===== src/rtl/smc_pkg.sv =====
// Shared types for the static memory access sequencer.
// Assumes: one access in flight at a time.
package smc_pkg;

    // Access phases; ordering carries no meaning
    typedef enum logic [2:0] {
        PH_IDLE  = 3'd0,
        PH_SETUP = 3'd1,
        PH_FWAIT = 3'd2,
        PH_PULSE = 3'd3,
        PH_HOLD  = 3'd4
    } phase_t;

    // Wait-pin handling; encoding is visible at the top port
    typedef enum logic [1:0] {
        WM_OFF    = 2'b00,
        WM_RSVD   = 2'b01,
        WM_FREEZE = 2'b10,
        WM_READY  = 2'b11
    } wmode_t;

endpackage


===== src/rtl/smc_wait_sync.sv =====
// Synchroniser for the asynchronous active-low wait pin.
// Resets to "not waiting" so a fresh access never stalls on reset values.
// Assumes STAGES >= 2.
module smc_wait_sync #(
    parameter int STAGES = 2
) (
    input  logic clk,
    input  logic rst_n,
    input  logic wait_n_async,
    output logic wait_ok
);

    logic [STAGES-1:0] sr_q;

    // shift the raw pin through the flop chain
    always_ff @(posedge clk) begin
        if (!rst_n) sr_q <= '1;
        else        sr_q <= {sr_q[STAGES-2:0], wait_n_async};
    end

    assign wait_ok = sr_q[STAGES-1];

endmodule


===== src/rtl/smc_float_track.sv =====
// Data-float window counter. A load sets the remaining float cycles;
// busy is high while any remain. "last" flags the final busy cycle so the
// controller can release a deferred write without a dead cycle.
module smc_float_track #(
    parameter int CW = 4
) (
    input  logic          clk,
    input  logic          rst_n,
    input  logic          load,
    input  logic [CW-1:0] load_val,
    output logic          busy,
    output logic          last
);

    localparam logic [CW-1:0] ONE = {{(CW-1){1'b0}}, 1'b1};

    logic [CW-1:0] rem_q;

    // reload on a read's pulse end, otherwise count down to zero
    always_ff @(posedge clk) begin
        if (!rst_n)             rem_q <= '0;
        else if (load)          rem_q <= load_val;
        else if (rem_q != '0)   rem_q <= rem_q - ONE;
    end

    assign busy = (rem_q != '0);
    assign last = (rem_q == ONE);

endmodule


===== src/rtl/smc_phase_ctrl.sv =====
// Access phase controller: takes requests, latches the access parameters,
// steps through setup, optional float wait, pulse and hold, and applies the
// synchronised wait input during the pulse only.
// Assumes wait_ok is already synchronised and float_busy/float_last come
// from the float tracker.
module smc_phase_ctrl
    import smc_pkg::*;
#(
    parameter int CW = 4
) (
    input  logic          clk,
    input  logic          rst_n,
    input  logic          req,
    input  logic          req_write,
    input  logic [CW-1:0] setup_in,
    input  logic [CW-1:0] pulse_in,
    input  logic [CW-1:0] hold_in,
    input  logic [CW-1:0] float_in,
    input  logic          rd_by_strobe,
    input  logic          wr_by_strobe,
    input  logic [1:0]    wmode_in,
    input  logic          skip_en,
    input  logic          wait_ok,
    input  logic          float_busy,
    input  logic          float_last,
    output logic          grant,
    output logic          done,
    output logic          float_load,
    output logic [CW-1:0] float_val,
    output phase_t        phase,
    output logic [CW-1:0] cnt,
    output logic          write_q,
    output logic          bystr_q,
    output wmode_t        wmode_q
);

    localparam logic [CW-1:0] ONE = {{(CW-1){1'b0}}, 1'b1};

    phase_t        phase_q, phase_d;
    logic [CW-1:0] cnt_q, cnt_d;
    logic [CW-1:0] pulse_q, hold_q, flt_q;
    logic [CW-1:0] pulse_eff_in, hold_eff_in;
    wmode_t        wm_in;
    logic          accept, defer_now, freeze_stall, ready_stall, pulse_end;

    // decode incoming request and the effective counts
    always_comb begin
        wm_in        = wmode_t'(wmode_in);
        accept       = (phase_q == PH_IDLE) && req && (!float_busy || skip_en);
        pulse_eff_in = (pulse_in == '0) ? ONE : pulse_in;
        hold_eff_in  = (wm_in[1] && hold_in == '0) ? ONE : hold_in;
        defer_now    = float_busy && !float_last;
    end

    // wait handling inside the pulse phase
    always_comb begin
        freeze_stall = (phase_q == PH_PULSE) && (wmode_q == WM_FREEZE) && !wait_ok;
        ready_stall  = (phase_q == PH_PULSE) && (wmode_q == WM_READY) && !wait_ok
                       && (cnt_q == ONE);
        pulse_end    = (phase_q == PH_PULSE) && (cnt_q == ONE)
                       && !freeze_stall && !ready_stall;
    end

    // next phase and counter value
    always_comb begin
        phase_d = phase_q;
        cnt_d   = cnt_q;
        unique case (phase_q)
            PH_IDLE: begin
                if (accept) begin
                    if (setup_in != '0) begin
                        phase_d = PH_SETUP;
                        cnt_d   = setup_in;
                    end else if (req_write && defer_now) begin
                        phase_d = PH_FWAIT;
                    end else begin
                        phase_d = PH_PULSE;
                        cnt_d   = pulse_eff_in;
                    end
                end
            end
            PH_SETUP: begin
                if (cnt_q == ONE) begin
                    if (write_q && defer_now) begin
                        phase_d = PH_FWAIT;
                    end else begin
                        phase_d = PH_PULSE;
                        cnt_d   = pulse_q;
                    end
                end else begin
                    cnt_d = cnt_q - ONE;
                end
            end
            PH_FWAIT: begin
                if (!defer_now) begin
                    phase_d = PH_PULSE;
                    cnt_d   = pulse_q;
                end
            end
            PH_PULSE: begin
                if (pulse_end) begin
                    if (hold_q != '0) begin
                        phase_d = PH_HOLD;
                        cnt_d   = hold_q;
                    end else begin
                        phase_d = PH_IDLE;
                    end
                end else if (!freeze_stall && !ready_stall) begin
                    cnt_d = cnt_q - ONE;
                end
            end
            PH_HOLD: begin
                if (cnt_q == ONE) phase_d = PH_IDLE;
                else              cnt_d   = cnt_q - ONE;
            end
            default: phase_d = PH_IDLE;
        endcase
    end

    // phase and counter registers
    always_ff @(posedge clk) begin
        if (!rst_n) begin
            phase_q <= PH_IDLE;
            cnt_q   <= '0;
        end else begin
            phase_q <= phase_d;
            cnt_q   <= cnt_d;
        end
    end

    // capture the access parameters when a request is taken
    always_ff @(posedge clk) begin
        if (!rst_n) begin
            write_q <= 1'b0;
            bystr_q <= 1'b1;
            wmode_q <= WM_OFF;
            pulse_q <= ONE;
            hold_q  <= '0;
            flt_q   <= '0;
        end else if (accept) begin
            write_q <= req_write;
            bystr_q <= req_write ? wr_by_strobe : rd_by_strobe;
            wmode_q <= wm_in;
            pulse_q <= pulse_eff_in;
            hold_q  <= hold_eff_in;
            flt_q   <= req_write ? '0 : float_in;
        end
    end

    assign grant      = accept;
    assign done       = ((phase_q == PH_HOLD) && (cnt_q == ONE)) || (pulse_end && hold_q == '0);
    assign float_load = pulse_end && !write_q;
    assign float_val  = flt_q;
    assign phase      = phase_q;
    assign cnt        = cnt_q;

endmodule


===== src/rtl/smc_strobe_map.sv =====
// Maps the access phase onto chip select and the direction strobe.
// The controlling signal is low only in the pulse; the other one spans
// the whole access envelope. Outputs are decoded from registered state.
module smc_strobe_map
    import smc_pkg::*;
(
    input  phase_t phase,
    input  logic   write_q,
    input  logic   bystr_q,
    output logic   cs_n,
    output logic   rd_n,
    output logic   we_n
);

    logic env, ctl, cs_act, dir_act;

    // envelope vs pulse window selection
    always_comb begin
        env     = (phase != PH_IDLE);
        ctl     = (phase == PH_PULSE);
        cs_act  = bystr_q ? env : ctl;
        dir_act = bystr_q ? ctl : env;
        cs_n    = !cs_act;
        rd_n    = !(dir_act && !write_q);
        we_n    = !(dir_act && write_q);
    end

endmodule


===== src/rtl/smc_access_seq.sv =====
// Top of the static memory access sequencer: one read or write access per
// request, with programmable phase counts, wait-pin handling and a
// data-float busy window. Assumes the requester holds acc_req and its
// fields stable until acc_grant.
module smc_access_seq
    import smc_pkg::*;
#(
    parameter int CW        = 4,
    parameter int SYNC_DEPTH = 2
) (
    input  logic          clk,
    input  logic          rst_n,
    input  logic          acc_req,
    input  logic          acc_write,
    input  logic [CW-1:0] acc_setup,
    input  logic [CW-1:0] acc_pulse,
    input  logic [CW-1:0] acc_hold,
    input  logic [CW-1:0] acc_float,
    input  logic          rd_ctl_strobe,
    input  logic          wr_ctl_strobe,
    input  logic [1:0]    rdy_mode,
    input  logic          float_skip_en,
    input  logic          mem_wait_n,
    output logic          acc_grant,
    output logic          acc_done,
    output logic          float_busy,
    output logic          mem_cs_n,
    output logic          mem_rd_n,
    output logic          mem_we_n
);

    logic          wait_ok_w, busy_w, last_w, fload_w, write_w, bystr_w;
    logic [CW-1:0] fval_w, cnt_w;
    phase_t        phase_w;
    wmode_t        wmode_w;

    smc_wait_sync #(.STAGES(SYNC_DEPTH)) u_sync (
        .clk          (clk),
        .rst_n        (rst_n),
        .wait_n_async (mem_wait_n),
        .wait_ok      (wait_ok_w)
    );

    smc_float_track #(.CW(CW)) u_float (
        .clk      (clk),
        .rst_n    (rst_n),
        .load     (fload_w),
        .load_val (fval_w),
        .busy     (busy_w),
        .last     (last_w)
    );

    smc_phase_ctrl #(.CW(CW)) u_ctrl (
        .clk          (clk),
        .rst_n        (rst_n),
        .req          (acc_req),
        .req_write    (acc_write),
        .setup_in     (acc_setup),
        .pulse_in     (acc_pulse),
        .hold_in      (acc_hold),
        .float_in     (acc_float),
        .rd_by_strobe (rd_ctl_strobe),
        .wr_by_strobe (wr_ctl_strobe),
        .wmode_in     (rdy_mode),
        .skip_en      (float_skip_en),
        .wait_ok      (wait_ok_w),
        .float_busy   (busy_w),
        .float_last   (last_w),
        .grant        (acc_grant),
        .done         (acc_done),
        .float_load   (fload_w),
        .float_val    (fval_w),
        .phase        (phase_w),
        .cnt          (cnt_w),
        .write_q      (write_w),
        .bystr_q      (bystr_w),
        .wmode_q      (wmode_w)
    );

    smc_strobe_map u_map (
        .phase   (phase_w),
        .write_q (write_w),
        .bystr_q (bystr_w),
        .cs_n    (mem_cs_n),
        .rd_n    (mem_rd_n),
        .we_n    (mem_we_n)
    );

    assign float_busy = busy_w;

endmodule


===== config.mk =====
export PLATFORM = sky130hd
export DESIGN_NAME = smc_access_seq
export DESIGN_NICKNAME = d
export VERILOG_FILES = /design/src/rtl/smc_pkg.sv /design/src/rtl/smc_wait_sync.sv /design/src/rtl/smc_float_track.sv /design/src/rtl/smc_phase_ctrl.sv /design/src/rtl/smc_strobe_map.sv /design/src/rtl/smc_access_seq.sv
export SDC_FILE = /design/constraint.sdc
export NUM_CORES = 1
export LEC_CHECK = 0
export ABC_AREA = 0
export BUFFER_PORTS_ARGS = -buffer_cell sky130_fd_sc_hd__buf_2
export CAP_MARGIN = 20
export CORE_ASPECT_RATIO = 1.5
export CORE_MARGIN = 3
export CORE_UTILIZATION = 60
export CTS_CLUSTER_DIAMETER = 40
export DETAILED_ROUTE_END_ITERATION = 6
export GPL_TIMING_DRIVEN = 1
export PLACE_DENSITY = 0.82
export SYNTH_ARGS = -nofsm -noshare
export SYNTH_HDL_FRONTEND = slang
export SYNTH_SLANG_ARGS = --single-unit

===== constraint.sdc =====
create_clock -name clk -period 2.8 [get_ports clk]
set_input_delay 0.14 -clock clk [delete_from_list [all_inputs] [get_ports clk]]
set_output_delay 0.14 -clock clk [all_outputs]
set_load 0.05 [all_outputs]

==> flow_metrics.py, run 1 <==
metrics = {
    "cells_and_area": {
        "fillers": 244,
        "final_cells": 308,
        "layout.nets": 298,
        "syn2layout_area_growth_pct": 13.3,
        "drive_above_1_share": 0.190,
        "mostFrequentLayoutCells": "32 x nand2_1, 31 x buf_2, 29 x dfxtp_1",
        "multi_input_area_um2": 1220,
        "antenna_cells": 0,
        "post-route-util": 0.733,
        "seq_area_um2": 581,
        "layout_commonest_cell": "nand2_1",
    },
    "grt": {
        "antenna_found_initial": 0,
        "grt_usage": 0.277,
        "first_global_vias": 1839,
        "grt_max_degree": 30,
        "grt_overflow_total": 0,
        "grt_pass1_wl_um": 8250,
    },
    "logic_synthesis": {
        "syn_inst": 242,
        "yosysTopAreaCell": "dfxtp_1",
        "synth.yosys.seq_area_share": 0.299,
        "synthesis.area_um2": 1940,
        "syn_nets": 272,
        "synth_flop_cell": "dfxtp_1",
        "synth_warnings": 0,
        "avgSynthCellArea_um2": 8.03,
        "ys_ff_latch": 29,
        "synthDistinctLibCells": 50,
        "ys_top_cells_by_area": "dfxtp_1 30%, a21boi_1 6.6%, nand2_1 6.2%",
        "yosys.area.top_type_share": 0.299,
        "synth-edff-count": 0,
        "async_flop_share": 0,
    },
    "route": {
        "drt_wl_total_um": 4780,
        "viasPerCell": 6.01,
        "vias": 1851,
        "drt_iter0_drc": 65,
        "drc": 0,
        "wl_per_cell_um": 15.5,
        "ant_nets": 0,
        "drt_pass1_iterations": 4,
    },
    "pwr": {
        "p_per_area_nw_per_um2": 1040,
        "totalPowerFinal_mw": 2.30,
        "power_switching_mw": 1.04,
        "comb_power_share": 0.515,
        "pwr-share-clk": 0.200,
        "internal_power_mw": 1.26,
        "leakagePower_nw": 0.893,
        "p_sw_frac": 0.453,
        "peakVddDrop_v": 0.000630,
        "seqPwrFrac": 0.285,
    },
    "die": {
        "die_area_um2": 3970,
        "die_w_um": 52.5,
        "design.core.area_um2": 3000,
        "num_io_pins": 32,
        "rows": 24,
        "die_h_um": 75.7,
        "start_util": 0.648,
    },
    "worst_setup_path": {
        "critical_path_class": "reg2out",
        "worstPathArrival_ps": 2300,
        "path_max_fanout": 17,
        "crit_path_end_kind": "output pin",
        "required_ps": 2660,
        "cp-start-kind": "flip-flop",
    },
    "flow_run": {
        "drv_cap": 0,
    },
    "sta": {
        "min_period_ps": 2440,
        "setup_violations": 0,
        "drv_slew": 0,
        "fmax_mhz": 410,
        "finalHoldViolCount": 0,
        "worst_pin_slew_ps": 708,
        "slew_headroom": 0.528,
        "final.setup.tns_ps": 0,
        "period_share": 0.871,
        "skew_ps": 5.31,
        "rsz0062_at_grt": "false",
        "setup_slack_ps": 362,
    },
    "clock_tree": {
        "path_clk_slew_ps": 70,
        "cts_tree": "done",
        "clock_latency_ps": 280,
        "root_buffer": "clkbuf_8",
        "cts_buffer_depth": 2,
        "htreeDepth": 2,
        "post-cts-setup-buffers": 0,
        "cts_hold_buf": 0,
        "cts_resized": 0,
        "cts_buffers": 5,
        "cts_sinks": 29,
    },
    "run_status": {
        "outcome": "complete, no violations",
    },
    "placed_design": {
        "dpl.hpwl_um": 3710,
        "place_inst": 300,
        "place.gp.congestion": 0.948,
        "dp_slack_ps": 662,
        "portBuffers": 31,
    },
    "min_path": {
        "hold_path.class": "in2reg",
    },
}
## flip-flops by register name (all words and copies together) (netlist names)
register	flops
u_ctrl.cnt	4
u_ctrl.float_val	4
u_ctrl.hold_q	4
u_ctrl.pulse_q	4
u_float.rem_q	4
u_ctrl.phase	3
u_ctrl.wmode_q	2
u_sync.sr_q	2
u_ctrl.bystr_q	1
u_ctrl.write_q	1
## worst max-delay path, cell delays in order, from the launching register on
cell and delay [ps]:
dfxtp_1 340, inv_1 70, ha_1 220, nor3b_2 310, o21ai_1 90, or3_1 510, clkinv_4 180, buf_2 280
## path summary, 6_finish.rpt
path / from / to / slack [ps] / cells after the start
min reg2reg: u_sync.sr_q[0] / u_sync.sr_q[1] / 410 / 1
min: mem_wait_n / u_sync.sr_q[0] / 40 / 2
max: u_float.rem_q[0] / acc_grant / 360 / 7
max reg2reg: u_ctrl.cnt[0] / u_float.rem_q[0] / 660 / 6
## synthesized netlist by cell type (4+ instances only)
cell	count
nand2_1	32
dfxtp_1	29
a21boi_1	17
o21ai_0	15
inv_1	13
nor2_1	12
a21oi_1	11
nand2b_1	8
nand3b_1	7
nor3_1	7
o211ai_1	7
clkbuf_1	6
buf_2	5
mux2i_1	5
nand3_1	5
nor2b_1	5
a211oi_1	4
ha_1	4
o21ai_1	4
or3_1	4
## metrics by stage
step / area (µm²) / hold slack [ps]
2_1_floorplan: 1940 / 241
4_1_cts: 2200 / 37.2
5_1_grt: 2200 / 40.0
3_5_place_dp: 2080 / 329
6_report: 2200 / 40.8
3_3_place_gp: 2080 / 320
## cells by family (layout without fill, tap and decap cells)
logic type | count (synthesis) | count (layout) | synth area share
AO/OA/AOI/OAI | 77 | 77 | 0.289
adder cells (fa/ha/maj) | 4 | 4 | 0.0257
XOR/XNOR | 4 | 4 | 0.0180
multiplexers | 5 | 5 | 0.0257
flip-flops | 29 | 29 | 0.299
AND/OR/NAND/NOR | 94 | 94 | 0.268
buffers and inverters | 29 | 56 | 0.0753
## routing by layer
metal | global-route usage | routed length [µm]
met1 | 0.311 | 1920
met4 | 0.122 | 138
met2 | 0.499 | 2510
met5 | 0 | 0
met3 | 0.0528 | 205
## power groups by stage
stage | logic [mW] | registers, mW | clock network (mW)
floorplan | 1.01 | 0.603 | 0
global placement | 1.16 | 0.656 | 0
detailed placement | 1.18 | 0.660 | 0
CTS | 1.18 | 0.651 | 0.466
global route | 1.32 | 0.672 | 0.485
finish | 1.18 | 0.655 | 0.460
## final cells by class
| cell class | instances | share of cell area |
|---|---|---|
| multi-input cells | 184 | 0.553 |
| flip-flops and latches | 29 | 0.264 |
| repair buffers | 34 | 0.0807 |
| clock buffers | 6 | 0.0375 |
| inverters | 14 | 0.0261 |
| well taps | 39 | 0.0222 |
| clock inverters | 2 | 0.0170 |
(Power assumes the default switching activity.)
==> run 2: changes to the inputs <==
--- a/config.mk
+++ b/config.mk
@@ -8,13 +8,15 @@
 export ABC_AREA = 0
 export BUFFER_PORTS_ARGS = -buffer_cell sky130_fd_sc_hd__buf_2
 export CAP_MARGIN = 20
+export CELL_PAD_IN_SITES_DETAIL_PLACEMENT = 0
+export CELL_PAD_IN_SITES_GLOBAL_PLACEMENT = 1
 export CORE_ASPECT_RATIO = 1.5
 export CORE_MARGIN = 3
-export CORE_UTILIZATION = 60
+export CORE_UTILIZATION = 45
 export CTS_CLUSTER_DIAMETER = 40
 export DETAILED_ROUTE_END_ITERATION = 6
 export GPL_TIMING_DRIVEN = 1
-export PLACE_DENSITY = 0.82
+export PLACE_DENSITY = 0.83
 export SYNTH_ARGS = -nofsm -noshare
 export SYNTH_HDL_FRONTEND = slang
 export SYNTH_SLANG_ARGS = --single-unit
==> flow_metrics.py, run 2 (synthesized netlist as in run 1, its figures left out) <==
metrics = {
    "run_status": {
        "outcome": "complete, no violations",
    },
    "route": {
        "drt_wl_total_um": 4780,
        "drc": 0,
        "wl_met3_um": 201,
        "vias": 1808,
        "highest_layer": "met4",
        "drt_iter0_drc": 101,
        "ant_nets": 0,
        "wl_per_cell_um": 15.2,
        "viasPerCell": 5.74,
        "met1Wirelength_um": 2090,
        "wl_met2_um": 2350,
        "drt_pass1_iterations": 4,
    },
    "min_path": {
        "holdPathStages": 2,
        "timing.hold.worst_endpoint": "u_sync.sr_q[0]",
        "hold_path.class": "in2reg",
        "hp-start": "mem_wait_n",
    },
    "die": {
        "die_area_um2": 5160,
        "die_w_um": 59.7,
        "start_util": 0.478,
        "die_h_um": 86.5,
        "num_io_pins": 32,
        "rows": 28,
        "design.core.area_um2": 4060,
    },
    "sta": {
        "period_share": 0.836,
        "drv_slew": 0,
        "min_period_ps": 2340,
        "slew_headroom": 0.548,
        "setup_violations": 0,
        "fmax_mhz": 427,
        "final.setup.tns_ps": 0,
        "rsz0062_at_grt": "false",
        "skew_ps": 8.20,
        "worst_pin_slew_ps": 676,
        "finalHoldViolCount": 0,
    },
    "clock_tree": {
        "htreeDepth": 2,
        "cts_hold_buf": 0,
        "path_clk_slew_ps": 60,
        "post-cts-setup-buffers": 0,
        "cts_buffer_depth": 2,
        "clock_latency_ps": 280,
        "cts_tree": "done",
        "cts_resized": 0,
        "cts_buffers": 5,
        "root_buffer": "clkbuf_8",
        "cts_sinks": 29,
    },
    "grt": {
        "first_global_vias": 1793,
        "grt_usage": 0.205,
        "grt_pass1_wl_um": 8200,
        "antenna_found_initial": 0,
        "grt_overflow_total": 0,
        "grt_max_degree": 30,
    },
    "worst_setup_path": {
        "cpMaxStageDelayCell": "or3_1",
        "rrSetupSlack_ps": 680,
        "cp-start-kind": "flip-flop",
        "required_ps": 2660,
        "worst-path-buf-inv": 3,
        "critical_path_class": "reg2out",
        "path_max_fanout": 17,
        "max_stage_delay_ps": 430,
        "cp_top_family": "simple AND/OR/NAND/NOR gates",
        "worstPathArrival_ps": 2200,
        "r2r-end": "u_ctrl.phase[2]",
        "rr_startpoint": "u_float.rem_q[0]",
        "worst_r2r_path_depth": 8,
        "cp_cell_sequence": "inv_1 -> ha_1 -> nor3b_2 -> o21ai_1 -> or3_1 -> clkinv_4 -> buf_2",
        "crit_path_end_kind": "output pin",
    },
    "cells_and_area": {
        "drive_above_1_share": 0.189,
        "antenna_cells": 0,
        "layout_commonest_cell": "nand2_1",
        "mostFrequentLayoutCells": "32 x nand2_1, 31 x buf_2, 29 x dfxtp_1",
        "syn2layout_area_growth_pct": 13.8,
        "fin_area_um2": 2210,
        "layout.nets": 299,
    },
    "placed_design": {
        "dpl.hpwl_um": 3640,
        "place_area_um2": 2100,
        "place.gp.congestion": 0.896,
        "portBuffers": 31,
    },
    "pwr": {
        "peakVddDrop_v": 0.000585,
        "p_per_area_nw_per_um2": 1040,
        "leakagePower_nw": 0.900,
    },
    "flow_run": {
        "drv_cap": 0,
    },
}
-- run 2: layout make-up --
cell class / count / area, µm²
fillers: 399 / 1850
multi-input cells: 184 / 1220
flip-flops and latches: 29 / 581
repair buffers: 35 / 185
clock buffers: 7 / 86.3
inverters: 14 / 57.6
well taps: 45 / 56.3
clock inverters: 1 / 30.0
-- run 2: report_power, final --
| group | switching (mW) | internal [mW] |
|---|---|---|
| Sequential | 0.140 | 0.520 |
| Combinational | 0.736 | 0.450 |
| Clock | 0.165 | 0.290 |
| Total | 1.04 | 1.26 |
-- run 2: worst register-to-register path, stage by stage (launching register included) --
cell and delay [ps]:
dfxtp_1 380, inv_1 60, ha_1 240, nor3b_2 200, o211a_1 270, a2111oi_4 520
nor3_2 130, a21oi_1 150, nor2b_1 60
-- run 2: worst max-delay path by stage --
| stage | startpoint | to | depth (start not counted) |
|---|---|---|---|
| 2_1_floorplan | u_float.rem_q[0] | u_ctrl.pulse_q[0] | 10 |
| 3_3_place_gp | u_float.rem_q[0] | u_ctrl.phase[2] | 8 |
| 3_5_place_dp | u_float.rem_q[0] | u_ctrl.phase[2] | 8 |
| 4_1_cts | u_float.rem_q[0] | acc_grant | 7 |
| 5_1_grt | u_float.rem_q[1] | acc_grant | 7 |
| 6_report | u_float.rem_q[0] | acc_grant | 7 |
-- run 2: stage by stage --
step	util	worst slack (ps)	hold WS, ps	power [mW]	cells
4_1_cts	0.545	442	32.2	2.31	315
6_report	0.545	460	37.6	2.30	315
2_1_floorplan	-	920	241	1.61	242
3_5_place_dp	0.516	690	324	1.85	307
5_1_grt	0.545	322	61.5	2.48	315
3_3_place_gp	0.516	735	321	1.84	307
-- run 2: metal layers --
layer,track usage,vias up
li1,-,920
met2,0.332,49
met5,0,-
met3,0.0402,12
met1,0.259,827
met4,0.0887,0
==> run 3: changes to the inputs <==
--- a/config.mk
+++ b/config.mk
@@ -5,18 +5,18 @@
 export SDC_FILE = /design/constraint.sdc
 export NUM_CORES = 1
 export LEC_CHECK = 0
-export ABC_AREA = 0
+export ABC_AREA = 1
 export BUFFER_PORTS_ARGS = -buffer_cell sky130_fd_sc_hd__buf_2
 export CAP_MARGIN = 20
 export CELL_PAD_IN_SITES_DETAIL_PLACEMENT = 0
 export CELL_PAD_IN_SITES_GLOBAL_PLACEMENT = 1
 export CORE_ASPECT_RATIO = 1.5
 export CORE_MARGIN = 3
-export CORE_UTILIZATION = 45
+export CORE_UTILIZATION = 39
 export CTS_CLUSTER_DIAMETER = 40
 export DETAILED_ROUTE_END_ITERATION = 6
 export GPL_TIMING_DRIVEN = 1
-export PLACE_DENSITY = 0.83
+export PLACE_DENSITY = 0.77
 export SYNTH_ARGS = -nofsm -noshare
 export SYNTH_HDL_FRONTEND = slang
 export SYNTH_SLANG_ARGS = --single-unit
==> constraint.sdc (replaced) <==
create_clock -name clk -period 2.4 [get_ports clk]
set_input_delay 0.12 -clock clk [delete_from_list [all_inputs] [get_ports clk]]
set_output_delay 0.12 -clock clk [all_outputs]
set_load 0.05 [all_outputs]
==> flow_metrics.py, run 3 <==
metrics = {
    "run_status": {
        "outcome": "complete, no violations",
    },
    "clock_tree": {
        "cts_tree": "done",
        "post-cts-setup-buffers": 0,
        "path_clk_slew_ps": 60,
        "cts_hold_buf": 0,
        "htreeDepth": 2,
        "root_buffer": "clkbuf_8",
        "cts_buffer_depth": 2,
        "clock_latency_ps": 280,
        "cts_buffers": 5,
        "cts_resized": 0,
        "cts_sinks": 29,
    },
    "die": {
        "die_area_um2": 5580,
        "rows": 29,
        "die_w_um": 62.0,
        "start_util": 0.417,
        "die_h_um": 90.0,
        "num_io_pins": 32,
        "design.core.area_um2": 4390,
    },
    "route": {
        "vias": 1839,
        "drc": 0,
        "wl_per_cell_um": 13.7,
        "drt_pass1_iterations": 4,
        "ant_nets": 0,
        "drt_iter0_drc": 89,
        "viasPerCell": 4.97,
        "drt_wl_total_um": 5080,
    },
    "sta": {
        "final.setup.tns_ps": 0,
        "fmax_mhz": 472,
        "rsz0062_at_grt": "false",
        "drv_slew": 0,
        "worst_pin_slew_ps": 510,
        "slew_headroom": 0.660,
        "skew_ps": 7.14,
        "min_period_ps": 2120,
        "setup_violations": 0,
        "setup_slack_ps": 280,
        "finalHoldViolCount": 0,
        "period_share": 0.883,
    },
    "pwr": {
        "p_sw_frac": 0.461,
        "power_switching_mw": 1.33,
        "comb_power_share": 0.525,
        "pwr-share-clk": 0.211,
        "seqPwrFrac": 0.264,
        "internal_power_mw": 1.55,
        "p_per_area_nw_per_um2": 1320,
        "peakVddDrop_v": 0.000680,
        "leakagePower_nw": 1.03,
    },
    "worst_setup_path": {
        "r2r-end": "u_ctrl.write_q",
        "rrSetupSlack_ps": 560,
        "rr_startpoint": "u_float.rem_q[0]",
        "worstPathArrival_ps": 2000,
        "required_ps": 2280,
        "cp-start-kind": "flip-flop",
        "worst_r2r_path_depth": 7,
        "crit_path_end_kind": "output pin",
        "path_max_fanout": 16,
        "critical_path_class": "reg2out",
    },
    "cells_and_area": {
        "post-route-util": 0.497,
        "antenna_cells": 0,
        "final_cells": 370,
        "mostFrequentLayoutCells": "57 x nand2_1, 35 x inv_1, 31 x buf_2",
        "multi_input_area_um2": 1080,
        "syn2layout_area_growth_pct": 19.0,
        "fillers": 482,
        "layout_commonest_cell": "nand2_1",
        "layout.nets": 337,
        "drive_above_1_share": 0.224,
        "seq_area_um2": 581,
    },
    "logic_synthesis": {
        "ys_top_cells_by_count": "57 x nand2_1, 35 x inv_1, 29 x dfxtp_1",
        "yosysTopAreaCell": "dfxtp_1",
        "yosys.area.top_type_share": 0.317,
        "ys_ff_latch": 29,
        "synthesis.area_um2": 1830,
        "synth-edff-count": 0,
        "synth.yosys.seq_area_share": 0.317,
        "post-synth-top-count-cell": "nand2_1",
        "syn_nets": 303,
        "syn_inst": 273,
        "synthDistinctLibCells": 33,
        "ys_top_cells_by_area": "dfxtp_1 32%, nand2_1 12%, inv_1 7.2%",
        "async_flop_share": 0,
        "synth_flop_cell": "dfxtp_1",
        "synth_warnings": 0,
        "avgSynthCellArea_um2": 6.71,
    },
    "grt": {
        "grt_pass1_wl_um": 8560,
        "grt_max_degree": 17,
        "grt_usage": 0.205,
        "grt_overflow_total": 0,
        "first_global_vias": 1860,
        "antenna_found_initial": 0,
    },
    "placed_design": {
        "dp_slack_ps": 541,
        "place_inst": 362,
        "dpl.hpwl_um": 4070,
        "portBuffers": 31,
        "place.gp.congestion": 0.872,
    },
    "min_path": {
        "hold_path.class": "in2reg",
        "holdPathStages": 2,
        "hp-start": "mem_wait_n",
        "timing.hold.worst_endpoint": "u_sync.sr_q[0]",
    },
    "flow_run": {
        "drv_cap": 0,
    },
}
==> run 3: area by class of cell <==
class                      instances  area share
tap                               62      0.0356
multi-input combinational        201       0.497
inverter                          38      0.0659
sequential                        29       0.266
timing repair buffer              32      0.0745
clock buffer                       5      0.0315
clock inverter                     3      0.0298
==> run 3: stage by stage <==
stage	area, µm²	power (mW)	hold slack (ps)
2_1_floorplan	1830	1.94	227
3_3_place_gp	2050	2.30	306
3_5_place_dp	2050	2.29	309
4_1_cts	2180	2.91	20.0
5_1_grt	2180	3.16	16.4
6_report	2180	2.88	25.4
==> run 3: worst max-delay path by stage <==
| stage | start | to | slack (ps) |
|---|---|---|---|
| after global routing | u_float.rem_q[0] | acc_grant | 40 |
| final | u_float.rem_q[0] | acc_grant | 280 |
| after global placement | u_float.rem_q[0] | u_ctrl.write_q | 580 |
| after detailed placement | u_float.rem_q[0] | u_ctrl.write_q | 540 |
| after CTS | u_ctrl.cnt[0] | acc_done | 280 |
| after floorplan | u_ctrl.cnt[1] | acc_done | 440 |
==> run 3: power by group through the flow <==
stage	clock network, mW	registers (mW)	logic (mW)
2_1_floorplan	0	0.732	1.20
3_3_place_gp	0	0.771	1.53
3_5_place_dp	0	0.771	1.52
4_1_cts	0.619	0.762	1.53
5_1_grt	0.644	0.781	1.73
6_report	0.608	0.760	1.51
==> run 3: kinds of logic after synthesis <==
family,after synthesis,share of synthesized area
adder cells (fa/ha/maj),4,0.0273
AND/OR/NAND/NOR,144,0.395
buffers and inverters,43,0.0922
XOR/XNOR,3,0.0143
flip-flops,29,0.317
AO/OA/AOI/OAI,50,0.155
==> run 3: routing by layer <==
layer	vias to the layer above	GRT usage	wire [µm]
met5	-	0	0
met4	0	0.0991	216
met3	17	0.0430	183
met2	42	0.352	2690
met1	826	0.224	1990
li1	954	-	-
==> run 3: critical path, stage by stage (launching register included) <==
cell	delay, ps
dfxtp_1	320
inv_1	100
ha_1	320
nand2_2	110
nand2_1	100
nand3_2	250
inv_1	230
buf_2	290
